==> src/rtl/devid_stream_pkg.sv <==
package devid_stream_pkg;
  // Strobes from control to datapath
  typedef struct packed {
    logic load;   // capture length field and identifier
    logic shift;  // advance one bit
  } shiftCmd_t;
endpackage

==> src/rtl/devid_stream_ctrl.sv <==
module devid_stream_ctrl
  import devid_stream_pkg::*;
#(
  parameter int TOTAL_BITS = 65
) (
  input  logic      clk,
  input  logic      rstN,
  input  logic      reloadStb,
  input  logic      readStb,
  output shiftCmd_t cmd
);
  localparam int CNT_W = $clog2(TOTAL_BITS + 1);

  logic [CNT_W-1:0] bitsLeft;

  // Reload has priority; shifting stops once the stream is used up
  always_comb begin
    cmd.load  = reloadStb;
    cmd.shift = readStb && !reloadStb && (bitsLeft != '0);
  end

  always_ff @(posedge clk) begin
    if (!rstN)          bitsLeft <= '0;
    else if (cmd.load)  bitsLeft <= CNT_W'(TOTAL_BITS);
    else if (cmd.shift) bitsLeft <= bitsLeft - 1'b1;
  end
endmodule

==> src/rtl/devid_stream_dp.sv <==
module devid_stream_dp
  import devid_stream_pkg::*;
#(
  parameter int ID_WIDTH   = 57,
  parameter int LEN_WIDTH  = 8,
  parameter int DATA_WIDTH = 8
) (
  input  logic                  clk,
  input  logic                  rstN,
  input  shiftCmd_t             cmd,
  input  logic [ID_WIDTH-1:0]   idValue,
  output logic [DATA_WIDTH-1:0] readData
);
  localparam int TOTAL_BITS = LEN_WIDTH + ID_WIDTH;
  localparam logic [LEN_WIDTH-1:0] LEN_VAL = LEN_WIDTH'(ID_WIDTH);

  logic [TOTAL_BITS-1:0] streamReg;

  // Zeros shift in from the bottom, so an exhausted stream reads 0
  always_ff @(posedge clk) begin
    if (!rstN)          streamReg <= '0;
    else if (cmd.load)  streamReg <= {LEN_VAL, idValue};
    else if (cmd.shift) streamReg <= {streamReg[TOTAL_BITS-2:0], 1'b0};
  end

  assign readData = {{(DATA_WIDTH-1){1'b0}}, streamReg[TOTAL_BITS-1]};
endmodule

==> src/rtl/devid_stream.sv <==
module devid_stream
  import devid_stream_pkg::*;
#(
  parameter int ID_WIDTH   = 57,
  parameter int LEN_WIDTH  = 8,
  parameter int DATA_WIDTH = 8
) (
  input  logic                  clk,
  input  logic                  rstN,
  input  logic                  reloadStb,
  input  logic                  readStb,
  input  logic [ID_WIDTH-1:0]   idValue,
  output logic [DATA_WIDTH-1:0] readData
);
  localparam int TOTAL_BITS = LEN_WIDTH + ID_WIDTH;

  shiftCmd_t cmd;

  devid_stream_ctrl #(.TOTAL_BITS(TOTAL_BITS)) uCtrl (
    .clk(clk), .rstN(rstN), .reloadStb(reloadStb), .readStb(readStb), .cmd(cmd)
  );

  devid_stream_dp #(
    .ID_WIDTH(ID_WIDTH), .LEN_WIDTH(LEN_WIDTH), .DATA_WIDTH(DATA_WIDTH)
  ) uDp (
    .clk(clk), .rstN(rstN), .cmd(cmd), .idValue(idValue), .readData(readData)
  );
endmodule

==> config.mk <==
export PLATFORM = sky130hd
export DESIGN_NAME = devid_stream
export DESIGN_NICKNAME = d
export VERILOG_FILES = /design/src/rtl/devid_stream_pkg.sv /design/src/rtl/devid_stream_ctrl.sv /design/src/rtl/devid_stream_dp.sv /design/src/rtl/devid_stream.sv
export SDC_FILE = /design/constraint.sdc
export NUM_CORES = 1
export LEC_CHECK = 0
export BUFFER_PORTS_ARGS = -buffer_cell sky130_fd_sc_hd__buf_2
export CAP_MARGIN = 20
export CORE_ASPECT_RATIO = 0.6
export CORE_MARGIN = 1.5
export CORE_UTILIZATION = 50
export DETAILED_ROUTE_END_ITERATION = 8
export PLACE_DENSITY = 0.72
export SLEW_MARGIN = 20
export SYNTH_ARGS = -nofsm -noshare
export SYNTH_HDL_FRONTEND = slang
export SYNTH_SLANG_ARGS = --single-unit
export TNS_END_PERCENT = 20
==> constraint.sdc <==
create_clock -name clk -period 3.3 [get_ports clk]
set_input_delay 0.66 -clock clk [delete_from_list [all_inputs] [get_ports clk]]
set_output_delay 0.66 -clock clk [all_outputs]
set_load 0.05 [all_outputs]
; Yosys cells after proc, flatten, opt, wreduce, memory -nomap -nowiden
; Cells that the tools add are included.
[word_totals]
reg_bits = 72
wordCells = 16
in_bits = 61
out_inout_bits = 8
[op_classes]
muxes = 4
bitwise = 1
reduce_logical = 6
add_sub_neg = 1
[op_table]
columns = operator, n
row1 = $mux W63, 2
row2 = $mux W7, 2
row3 = $reduce_bool A7 Y1, 1
row4 = $sub A7 B1 Y7 const B, 1
row5 = $logic_and A1 B1 Y1, 2
row6 = $reduce_bool A2 Y1, 1
row7 = $reduce_or A2 Y1, 1
row8 = $logic_not A1 Y1, 1
row9 = $not A1 Y1, 1

; Longest topological paths before layout
[logic_depth]
ltp_word = 5
mapped_depth = 7
depth_no_buf = 5

; Modules after synthesis
; From an unflattened synthesis, not the netlist that was laid out.
[hier_totals]
hier_cells = 337
hier_area_um2 = 3622.2
[by_module_without_submodules]
columns = mod, seq_area_each_um2, area_each_um2, n_inst, cells_per_inst
row1 = devid_stream_dp, 1301.2, 3228.1, 1, 289
row2 = devid_stream_ctrl, 140.1, 394.1, 1, 48

; Worst setup path before layout
; No wires, ideal clock.
[synth_path]
path_type = in2reg
start = input port readStb
end = register uCtrl.bitsLeft[3]
arrival_ps = 1779
setup_time_ps = 58
n_path_buf = 1
path_slack_ps = 1462
path_stages = 4
t_required_ps = 3242
path_cell_list = clkbuf_1 or4b_1 a2111oi_0 a31o_2
[synth_between]
elab_chain_cells = 2
[synth_rtl]
columns = item, line
row1 = from (decl), devid_stream.sv:11  ; input logic readStb,
row2 = $logic_and A1 B1 Y1 (2 in a row), devid_stream_ctrl.sv:19  ; cmd.shift = readStb && !reloadStb && (bitsLeft != '0);
row3 = to (signal assigned), devid_stream_ctrl.sv:24  ; else if (cmd.load) bitsLeft <= CNT_W'(TOTAL_BITS);
row4 = to (signal assigned), devid_stream_ctrl.sv:25  ; else if (cmd.shift) bitsLeft <= bitsLeft - 1'b1;
row5 = to (decl), devid_stream_ctrl.sv:14  ; logic [CNT_W-1:0] bitsLeft;
; Every way passes these cells.
; A chain may end at the register's enable or synchronous reset.

; Worst setup path after layout
[layout_path]
start = register uCtrl.bitsLeft[0]
end = register uDp.streamReg[18]
[layout_between]
elab_chain_cells = 3
[layout_rtl]
columns = item, line
row1 = $reduce_bool A7 Y1, devid_stream_ctrl.sv:19
row2 = $logic_and A1 B1 Y1, devid_stream_ctrl.sv:19
row3 = $reduce_bool A2 Y1 (no line), -
row4 = to (signal assigned), devid_stream_dp.sv:22  ; else if (cmd.load) streamReg <= {LEN_VAL, idValue};
row5 = to (signal assigned), devid_stream_dp.sv:23  ; else if (cmd.shift) streamReg <= {streamReg[TOTAL_BITS-2:0], 1'b0};
row6 = to (decl), devid_stream_dp.sv:17  ; logic [TOTAL_BITS-1:0] streamReg;
; Every way passes these cells.

==> reports/results.md <==
- **area added between synthesis and finish** 13.20%
- **maximum number of buffers from clock root to sink** 2
- **maximum clock frequency** 468.2 MHz
- **die outline area** 9448 um^2
- **Post-CTS Repair Setup Buffers** 0
- **fill cell count** 756
- **cell with the largest stage delay on the worst path** nor2b_4
- **nets@finish** 620
- **leakage power summed over all cells** 2.158 nW
- **buffer and inverter count on the worst path** 2
- **TritonCTS clock tree** done
- **routability congestion estimate** 0.7954
- **power per standard cell area** 506.9 nW/um^2
- **Max Transition Viols Final** 0
- **TritonCTS Sinks** 72
- **post-synthesis mux area share** 1.159%
- **shortest period the worst path allows** 2136 ps
- **run status** complete, no violations
- **Mapped Area** 4428 um^2
- **worst ir drop on vdd** 0.2517 mV
- **ratio of cells with drive above 1 in the final layout** 26.47%
- **xor/xnor share of the synthesized area** 0%
- **P_sw** 732.9 uW
- **part of the cycle the worst path needs** 64.72%
- **share of the synthesized area in compound gates (AO/OA/AOI/OAI)** 34.64%
- **maximum single-stage delay on the critical path** 590 ps
- **core box area** 8556 um^2
- **DRT Pass-1 Iters** 4
- **maximum number of pins on one net before global-route repair** 77
- **share of synthesized cell area in and, or, nand and nor gates** 23.96%
- **Sw Ratio** 28.84%
- **Starting Density** 51.75%
- **Max transition margin** 52.32%
- **post-DR vias/cell** 5.833
- **setup skew after layout** 6.212 ps
- **flops & latches, synth** 72
- **count of buffers inserted at the top-level ports** 61
- **post-route DRC violation count** 0
- **Sequential Power Share** 39.1%
- **post-synthesis adder-cell area fraction** 0.2826%
- **data arrival time of the worst path** 2360 ps
- **top cells by area, synth** dfxtp_1, o311a_1, a31o_2
- **share of synthesized area occupied by flip-flops and latches** 32.55%
- **vias in the first global route** 3516
- **cell class contributing the biggest share of worst-path delay** simple AND/OR/NAND/NOR gates
- **warnings from Yosys** 0
- **Fin. Hold Viols** 0
- **CTS Root Buffer Type** clkbuf_16
- **synthesized area per cell** 8.200 um^2
- **startpoint type of the worst setup path** flop
- **H-tree levels** 3
- **GRT Overall Usage** 20.70%
- **worst-margin pin slew** 715.2 ps
- **half-perimeter wire length after detailed placement** 5876 um
- **r2r setup slk** 1160 ps
- **number of antenna violations at the first check in global routing** 0
- **number of standard cells after synthesis** 540
- **largest family of logic cells by synthesized area** compound AO/OA/AOI/OAI gates
- **Antenna diodes** 0
- **CTS Hold Bufs** 0
- **Cell variety after synth** 36
- **routed wire length per instance** 14.51 um
- **Setup Total Neg Slack** 0 ps
- **crit-path max FO** 58
- **Die Span Y** 75.90 um
- **start-to-end type of the worst setup path** reg2reg
- **final count of negative-setup-slack endpoints** 0
- **cells along the critical path** inv_1 -> ha_1 -> nor2b_4 -> buf_12 -> a21oi_1 -> o311a_1
- **final WL** 9792 um
- **max cap viols** 0
- **CTS Buf Count** 9
- **clock insertion delay at the later pin of the skew report** 350 ps
- **share of the synthesized area in the top cell type** 32.55%
- **Combinational Power Share** 21.8%
- **RSZ-0062 raised after global routing** no
- **antenna violation net count after detailed routing** 0
- **cell accounting for the most synthesized area** dfxtp_1
- **first-pass GRT wire length** 15810 um
- **proportion of power drawn by the clock network** 39.1%
- **post-cts repair resize count** 0
- **class of the worst hold path** reg2reg
- **drt initial violations** 244
- **DR vias** 3937
- **Critical Path Sink Type** flop
- **CP Data Required Time** 3530 ps
- **io pins** 69
- **die width** 124.5 um
- **clock slew at the register clock pins of the worst setup and hold paths** 60 ps
- **P_int** 1.808 mW
- **overflow left after global routing** 0
- **Power Total** 2.541 mW
- **standard-cell rows** 26
placed cells by master, fill, tap and decap left out, types with 2 or more instances in the layout:
cell / synthesis / final
a2111oi_0: 2 / 2
a21oi_1: 63 / 63
a311o_1: 4 / 4
a31o_2: 58 / 58
buf_12: 0 / 3
buf_2: 12 / 59
buf_4: 9 / 8
clkbuf_16: 0 / 9
clkbuf_8: 0 / 2
clkinv_2: 0 / 2
clkinvlp_4: 0 / 2
conb_1: 1 / 7
dfxtp_1: 72 / 72
inv_1: 4 / 4
mux2i_1: 4 / 4
nand2_1: 64 / 64
nand2b_1: 58 / 58
nand3_1: 4 / 4
nor2_1: 2 / 2
nor2b_1: 58 / 57
nor3_1: 2 / 2
o21a_1: 2 / 2
o311a_1: 57 / 57
o31ai_1: 2 / 2
flip-flops by register name, summed over array words and instances (netlist names):
register / cells
uCtrl.bitsLeft: 7
uDp.streamReg: 65
logic make-up after synthesis:
group           Yosys count
other cells               1
simple gates            194
flops                    72
mux                       5
buf+inv                  73
fa+ha+maj                 1
compound gates          194
path summary, 6_finish.rpt:
path	cells after the start	to	start
hold reg to reg	2	uDp.streamReg[64]	uDp.streamReg[64]
setup reg to reg	6	uDp.streamReg[18]	uCtrl.bitsLeft[0]
hold / removal	2	uDp.streamReg[64]	uDp.streamReg[64]
setup / recovery	6	uDp.streamReg[18]	uCtrl.bitsLeft[0]
power by group through the flow:
stage,clock network (mW),logic [mW],registers [mW]
2_1_floorplan,0,0.451,0.997
3_3_place_gp,0,0.535,1.00
3_5_place_dp,0,0.550,1.01
4_1_cts,1.01,0.553,0.991
5_1_grt,1.05,0.611,1.00
6_report,0.995,0.554,0.992
synthesized netlist by cell type:
master	count
a31o_2	58
or4_1	1
nor3_1	2
mux2_2	1
nand2b_1	58
o21a_1	2
a311o_1	4
buf_2	12
o211a_1	1
nand4_1	1
nor2_1	2
clkbuf_1	43
inv_1	4
clkbuf_2	1
o21ai_2	1
and2_1	1
a21oi_1	63
conb_1	1
ha_1	1
a21oi_2	1
o311a_1	57
o2111ai_1	1
buf_4	9
buf_1	4
a211o_1	1
o211ai_1	1
a2111oi_0	2
nor2b_1	58
dfxtp_1	72
mux2i_1	4
o31ai_1	2
nor4_1	1
nand3_1	4
or4b_1	1
nor4_4	1
nand2_1	64
area by class of cell:
| class | count | area (um^2) | share of cell area, % |
|---|---|---|---|
| clock buffer | 11 | 252.7 | 5.042 |
| inverter | 4 | 15.01 | 0.2996 |
| tap | 112 | 140.1 | 2.796 |
| clock inverter | 5 | 55.05 | 1.098 |
| sequential | 72 | 1441 | 28.76 |
| multi-input combinational | 401 | 2693 | 53.72 |
| timing repair buffer | 70 | 415.4 | 8.288 |
layer usage:
| metal | part of all wire (%) | GRT usage [%] |
|---|---|---|
| met3 | 4.2 | 6.742 |
| met4 | 1.2 | 5.109 |
| met1 | 49 | 25.76 |
| met5 | 0 | 0 |
| met2 | 46 | 35.65 |
metrics by stage:
| stage | instance area (um^2) | cells | util (%) | setup slack [ps] | hold WS (ps) |
|---|---|---|---|---|---|
| 2_1_floorplan | 4451 | 546 | - | 1462 | 435.0 |
| 3_3_place_gp | 4705 | 659 | 54.99 | 1108 | 449.7 |
| 3_5_place_dp | 4705 | 659 | 54.99 | 1037 | 453.9 |
| 4_1_cts | 5012 | 675 | 58.58 | 1203 | 465.1 |
| 5_1_grt | 5012 | 675 | 58.58 | 1026 | 490.6 |
| 6_report | 5012 | 675 | 58.58 | 1164 | 461.3 |
worst reg2reg max path: stages, from the launching register on:
cell,delay (ps)
dfxtp_1,340
inv_1,90
ha_1,220
nor2b_4,590
buf_12,330
a21oi_1,140
o311a_1,320
Note: power is estimated with default switching activity, not from simulation.
